[config.mk]
export PLATFORM = sky130hd
export DESIGN_NAME = vmul_unit
export DESIGN_NICKNAME = d
export VERILOG_FILES = /design/src/rtl/vmul_pkg.sv /design/src/rtl/vmul_decode.sv /design/src/rtl/vmul_scale.sv /design/src/rtl/vmul_unit.sv
export SDC_FILE = /design/constraint.sdc
export NUM_CORES = 2
export LEC_CHECK = 0
export CORE_ASPECT_RATIO = 1.25
export CORE_MARGIN = 1
export CORE_UTILIZATION = 33
export CTS_CLUSTER_DIAMETER = 50
export DETAILED_ROUTE_END_ITERATION = 8
export PLACE_DENSITY = 0.49
export RECOVER_POWER = 25
export SETUP_SLACK_MARGIN = 0.3
export SKIP_LAST_GASP = 1
export SYNTH_ARGS = -nofsm -noshare
export SYNTH_HDL_FRONTEND = slang
export SYNTH_SLANG_ARGS = --single-unit
[constraint.sdc]
create_clock -name clk -period 19.1 [get_ports clk]
set_input_delay 2.865 -clock clk [delete_from_list [all_inputs] [get_ports clk]]
set_output_delay 2.865 -clock clk [all_outputs]
set_load 0.05 [all_outputs]
[src/rtl/vmul_pkg.sv]
package vmul_pkg;
  localparam int INSTR_W = 32;
  localparam int ADDR_W  = 7;
  localparam int CNT_W   = 4;
  // command field positions (decoded by neighbours, so fixed)
  localparam int VAR_LSB = 28;
  localparam int CNT_LSB = 24;
  localparam int RND_BIT = 23;
  localparam int OP_LSB  = 21;
  localparam int SA_LSB  = 14;
  localparam int DST_LSB = 7;
  localparam int SB_LSB  = 0;
  localparam logic [ADDR_W-1:0] SCALAR_REG = ADDR_W'(1);

  typedef enum logic [1:0] {
    VOP_MUL  = 2'd0,
    VOP_DOT  = 2'd1,
    VOP_SAXP = 2'd2,
    VOP_RSVD = 2'd3
  } vop_e;

  typedef enum logic [1:0] {
    ST_IDLE = 2'd0,
    ST_SCAL = 2'd1,
    ST_RUN  = 2'd2
  } vst_e;

  typedef struct packed {
    logic              skip;
    logic              wide;
    logic [1:0]        shsel;
    logic [CNT_W-1:0]  cnt;
    logic              rnd;
    vop_e              op;
    logic [ADDR_W-1:0] sa;
    logic [ADDR_W-1:0] dst;
    logic [ADDR_W-1:0] sb;
  } vcmd_t;
endpackage

[src/rtl/vmul_decode.sv]
module vmul_decode
  import vmul_pkg::*;
(
  input  logic [INSTR_W-1:0] word,
  output vcmd_t              cmd
);
  always_comb begin
    cmd.skip  = word[VAR_LSB+3];
    cmd.wide  = word[VAR_LSB+2];
    cmd.shsel = word[VAR_LSB +: 2];
    cmd.cnt   = word[CNT_LSB +: CNT_W];
    cmd.rnd   = word[RND_BIT];
    cmd.op    = vop_e'(word[OP_LSB +: 2]);
    cmd.sa    = word[SA_LSB +: ADDR_W];
    cmd.dst   = word[DST_LSB +: ADDR_W];
    cmd.sb    = word[SB_LSB +: ADDR_W];
  end
endmodule

[src/rtl/vmul_scale.sv]
module vmul_scale #(
  parameter int DATA_W     = 32,
  parameter int HALF_W     = 16,
  parameter int SHIFT_STEP = 8,
  parameter int N_SHIFT    = 3
) (
  input  logic [DATA_W-1:0] a,
  input  logic [HALF_W-1:0] m,
  input  logic              wide,
  input  logic [1:0]        shsel,
  input  logic              rnd,
  output logic [DATA_W-1:0] res
);
  localparam int PROD_W = DATA_W + HALF_W;

  logic signed [PROD_W-1:0] a_x, m_x, prod;
  logic [DATA_W-1:0] cand [N_SHIFT];

  assign a_x  = wide ? PROD_W'($signed(a)) : PROD_W'($signed(a[HALF_W-1:0]));
  assign m_x  = PROD_W'($signed(m));
  assign prod = a_x * m_x;

  for (genvar k = 0; k < N_SHIFT; k++) begin : g_sh
    localparam int SH = k * SHIFT_STEP;
    if (SH == 0) begin : g_pass
      assign cand[k] = prod[DATA_W-1:0];
    end else begin : g_rnd
      logic signed [PROD_W-1:0] bias, sum;
      assign bias    = rnd ? (PROD_W'(1) << (SH - 1)) : '0;
      assign sum     = prod + bias;
      assign cand[k] = DATA_W'(sum >>> SH);
    end
  end

  always_comb begin
    res = cand[0];
    for (int k = 1; k < N_SHIFT; k++)
      if (shsel == 2'(k)) res = cand[k];
  end
endmodule

[src/rtl/vmul_unit.sv]
module vmul_unit
  import vmul_pkg::*;
#(
  parameter int DATA_W = 32,
  parameter int HALF_W = 16
) (
  input  logic               clk,
  input  logic               rst_n,
  input  logic               instr_valid,
  output logic               instr_ready,
  input  logic [INSTR_W-1:0] instr,
  output logic [ADDR_W-1:0]  rda_addr,
  input  logic [DATA_W-1:0]  rda_data,
  output logic [ADDR_W-1:0]  rdb_addr,
  input  logic [DATA_W-1:0]  rdb_data,
  output logic               wr_en,
  output logic [ADDR_W-1:0]  wr_addr,
  output logic [DATA_W-1:0]  wr_data
);
  vcmd_t dec, cfg_q;
  vst_e  st_q, st_d;
  logic [CNT_W-1:0]  idx_q, idx_d;
  logic [HALF_W-1:0] scal_q;
  logic [DATA_W-1:0] acc_q, acc_d;
  logic              we_q, we_d;
  logic [ADDR_W-1:0] wa_q, wa_d, dst;
  logic [DATA_W-1:0] wd_q, wd_d;
  logic [DATA_W-1:0] a_val, b_val, scaled, dot_sum;
  logic [HALF_W-1:0] mult;
  logic              accept, last, cfg_en, scal_en, run_en;

  vmul_decode u_dec (.word(instr), .cmd(dec));

  assign instr_ready = (st_q == ST_IDLE);
  assign accept      = instr_valid && instr_ready;
  assign cfg_en      = accept && !dec.skip;
  assign scal_en     = (st_q == ST_SCAL);
  assign run_en      = (st_q == ST_RUN) || cfg_en;

  assign rda_addr = scal_en ? SCALAR_REG : cfg_q.sa + ADDR_W'(idx_q);
  assign rdb_addr = cfg_q.sb + ADDR_W'(idx_q);
  assign a_val    = (rda_addr == '0) ? '0 : rda_data;
  assign b_val    = (rdb_addr == '0) ? '0 : rdb_data;
  assign mult     = (cfg_q.op == VOP_SAXP) ? scal_q : b_val[HALF_W-1:0];
  assign dst      = cfg_q.dst + ADDR_W'(idx_q);
  assign last     = (idx_q == cfg_q.cnt);
  assign dot_sum  = acc_q + scaled;

  vmul_scale #(.DATA_W(DATA_W), .HALF_W(HALF_W)) u_scl (
    .a(a_val), .m(mult), .wide(cfg_q.wide), .shsel(cfg_q.shsel),
    .rnd(cfg_q.rnd), .res(scaled)
  );

  always_comb begin
    st_d  = st_q;
    idx_d = idx_q;
    acc_d = acc_q;
    we_d  = 1'b0;
    wa_d  = wa_q;
    wd_d  = wd_q;
    unique case (st_q)
      ST_IDLE: begin
        if (cfg_en) begin
          idx_d = '0;
          acc_d = '0;
          st_d  = (dec.op == VOP_SAXP) ? ST_SCAL : ST_RUN;
        end
      end
      ST_SCAL: st_d = ST_RUN;
      ST_RUN: begin
        if (cfg_q.op == VOP_DOT) begin
          acc_d = dot_sum;
          if (last) begin
            we_d = (cfg_q.dst != '0);
            wa_d = cfg_q.dst;
            wd_d = dot_sum;
          end
        end else begin
          we_d = (dst != '0);
          wa_d = dst;
          wd_d = (cfg_q.op == VOP_SAXP) ? scaled + b_val : scaled;
        end
        if (last) st_d  = ST_IDLE;
        else      idx_d = idx_q + 1'b1;
      end
      default: st_d = ST_IDLE;
    endcase
  end

  always_ff @(posedge clk or negedge rst_n) begin
    if (!rst_n) begin
      st_q <= ST_IDLE;
      we_q <= 1'b0;
    end else begin
      st_q <= st_d;
      we_q <= we_d;
    end
  end

  always_ff @(posedge clk) begin
    if (cfg_en)  cfg_q  <= dec;
    if (scal_en) scal_q <= a_val[HALF_W-1:0];
    if (run_en) begin
      idx_q <= idx_d;
      acc_q <= acc_d;
    end
    if (we_d) begin
      wa_q <= wa_d;
      wd_q <= wd_d;
    end
  end

  assign wr_en   = we_q;
  assign wr_addr = wa_q;
  assign wr_data = wd_q;

  AST_ZERO_DEST_MUTED: assert property (@(posedge clk) disable iff (!rst_n)
    wr_en |-> (wr_addr != '0));
  AST_BUSY_AFTER_ACCEPT: assert property (@(posedge clk) disable iff (!rst_n)
    (accept && !dec.skip) |=> !instr_ready);
  AST_FOREIGN_IDLE: assert property (@(posedge clk) disable iff (!rst_n)
    (accept && dec.skip) |=> (instr_ready && !wr_en));
  AST_DOT_SINGLE: assert property (@(posedge clk) disable iff (!rst_n)
    (wr_en && cfg_q.op == VOP_DOT) |-> instr_ready);
  AST_ADDR_STEP: assert property (@(posedge clk) disable iff (!rst_n)
    (wr_en && $past(wr_en)) |-> (wr_addr == $past(wr_addr) + ADDR_W'(1)));
  AST_RUN_WRITES: assert property (@(posedge clk) disable iff (!rst_n)
    (st_q == ST_RUN && cfg_q.op != VOP_DOT && dst != '0) |=> wr_en);
endmodule

==> impl_metrics.yaml <==
logic_synthesis:
  synth_edf_count: 122
  ys_warn_count: 0
  ys_seq_elements: 125
  syn_nets: 4234
  yosysUniqueCellTypes: 92
  synth-async-reset-ratio_pct: 2.40
  synthFlopType: "edfxtp_1"
  syn_area_sq_um: 29200
  synth-seq-area-share_pct: 12.8
  syn_avg_cell_area_sq_um: 8.45
  synth_cells: 3453
min_path:
  hp-class: "register to register"
  whs_endpoint: "wr_addr[0]"
  worst_hold_path.num_cells: 2
  hp-start: "cfg_q[7]"
critical_path:
  crit_path_top_delay_cell: "clkbuf_1"
  path_common_cell: "fa_1"
  cp-start-kind: "register"
  required_ns: 19.28
  critPathCaptureType: "register"
  r2r_slack_ns: 3.78
  cp.arrival_ns: 15.50
  r2r_end: "wr_data[31]"
  path_max_fanout: 55
  critical_path_class: "register to register"
  critical_path.max_stage_delay_ns: 1.85
  reg2reg_depth: 44
  reg2reg_from: "cfg_q[22]"
route:
  ant_nets: 0
  remaining_drc_errors: 0
  firstDrtPassIters: 5
  drtIter0Drc: 1362
  wire_per_inst_um: 19.7
  drt-total-wl_mm: 92.9
  route.vias.total: 23400
  viasPerCell: 4.95
layout:
  mostFrequentLayoutCells: "inv_1 (620), nand2_1 (515), fa_1 (491)"
  nets: 4320
  area_growth_pct: 12.2
  final_area_sq_um: 32700
  drive_gt1_share_pct: 3.80
  layout_commonest_cell: "inv_1"
  fillCellCount: 9108
floorplan:
  initial_core_util_pct: 33.4
  die-area_sq_um: 89600
  fp.dieH_um: 334
  rows: 121
  die_w_um: 268
  io_pins: 154
  coreArea_sq_um: 87400
clocking:
  cts.sinks: 125
  clock_latency_ns: 0.45
  cts_resized: 0
  cts_buffer_depth: 2
  holdBufCountCts: 0
  cts_made_buffers: 17
  clk_pin_slew_ns: 0.06
  htree_levels: 4
  post_cts_buffers: 0
  cts_root_buffer: "clkbuf_16"
  cts_tree: "done"
sta:
  fmax_mhz: 65.3
  setup_tns_ns: 0
  finalMaxSlewViolations: 144
  setup_viol: 0
  clock_skew_ns: 0.0189
  slew_headroom_pct: -76.1
  worst_pin_slew_ns: 2.64
  hold_violations: 0
  rsz0062_at_grt: "no"
  fin_crit_ns: 15.32
  fin_ws_ns: 3.78
  finalCritPeriodShare_pct: 80.2
global_route:
  grt_overflow_total: 0
  grt_max_degree: 86
  antenna_found_initial: 3
  grt_pass1_wl_mm: 145
  grt_usage_pct: 21.2
  grt_pass1_vias: 24500
placement:
  place.gp.congestion: 0.865
  numPortBuffers: 153
  place_area_sq_um: 32100
  place_ws_ns: 3.90
  dp_hpwl_mm: 75.6
status:
  violations: "capacitance limit, slew limit"
  status: "finished, violations left"
flow_run:
  maxCapViolCount: 4
-- worst max path at each step --
stage	startpoint	end	slack, ns	cells after the start
3_3_place_gp	rdb_data[1]	wr_data[31]	3.98	44
2_1_floorplan	idx_q[0]	wr_data[28]	5.99	53
5_1_grt	cfg_q[22]	wr_data[30]	2.54	46
3_5_place_dp	rdb_data[1]	wr_data[30]	3.90	46
6_report	cfg_q[22]	wr_data[31]	3.78	44
4_1_cts	rdb_data[1]	wr_data[30]	4.43	46
-- cell type report --
type / instances / area (sq um) / share of cell area (%)
well taps: 1168 / 1460 / 4.46
clock buffers: 22 / 464 / 1.42
inverters: 629 / 2360 / 7.21
multi-input cells: 2564 / 22600 / 69.1
repair buffers: 202 / 1880 / 5.76
clock inverters: 10 / 186 / 0.570
diodes: 3 / 7.51 / 0.0229
flip-flops and latches: 125 / 3740 / 11.4
-- worst max-delay path: cells and delay by family, from the launching register on --
| kind | cells | cell delay, ns |
|---|---|---|
| and+or+nand+nor | 12 | 3.81 |
| adders and majority gates | 8 | 3.70 |
| AOI/OAI and AO/OA | 14 | 2.98 |
| buffers and inverters | 5 | 2.52 |
| xor gates and xnor gates | 4 | 1.25 |
| muxes | 1 | 0.39 |
| DFF | 1 | 0.32 |
-- Yosys cell counts (10+ instances only) --
cell type  instances  area, sq um
o21bai_1          16          120
o21ai_0           84          420
o211ai_1          17          128
and3_1            21          131
xor2_1            69          604
nor2b_1           27          169
nor3_1            30          150
nand3_1           35          175
a211oi_1          19          143
and2_1            62          388
nand2_1          515         1930
a21boi_1          10         75.1
or3_1             16          100
a21o_1            42          315
inv_1            621         2330
nand4_1           17          106
xnor2_1          110          963
a31oi_1           11         68.8
nand2b_1          23          144
fa_1             491         9830
edfxtp_1         122         3660
a21oi_1          177          886
nor2_1           386         1450
clkbuf_1         118          443
o21a_1            13         97.6
mux2i_1           24          240
ha_1             191         2390
-- per-layer routing --
metal	share of wire (%)	up-vias	track usage, %
met2	51	551	37.8
met3	3.7	94	1.27
li1	-	11100	-
met5	0	-	0
met4	2.1	0	5.37
met1	43	11700	27.7
-- logic make-up (layout without fill, tap and decap cells) --
| family | Yosys count | after routing | synth area share, % |
|---|---|---|---|
| multiplexers | 28 | 28 | 0.978 |
| XOR/XNOR | 181 | 181 | 5.49 |
| AO/OA/AOI/OAI | 483 | 483 | 10.9 |
| buffers and inverters | 764 | 863 | 9.86 |
| adder cells (fa/ha/maj) | 682 | 682 | 41.9 |
| AND/OR/NAND/NOR | 1190 | 1190 | 18.1 |
| other | 0 | 3 | 0 |
| flip-flops | 125 | 125 | 12.8 |
-- registers in the layout, indices dropped and copies added, names as in the netlist --
register,cells
idx_q,4
cfg_q,31
wr_en,1
wr_data,32
acc_q,32
scal_q,16
wr_addr,7
st_q,2
-- through the flow --
step           utilization, %  hold WS [ns]  instances
6_report                 37.5         0.603       4723
2_1_floorplan               -         0.531       3453
4_1_cts                  37.5         0.603       4720
5_1_grt                  37.5         0.642       4723
3_5_place_dp             36.8         0.584       4688
3_3_place_gp             36.8         0.571       4688
Power is left out: the tool's default activity adds up to more than one toggle a clock period on the data nets, which glitch-free logic cannot reach.
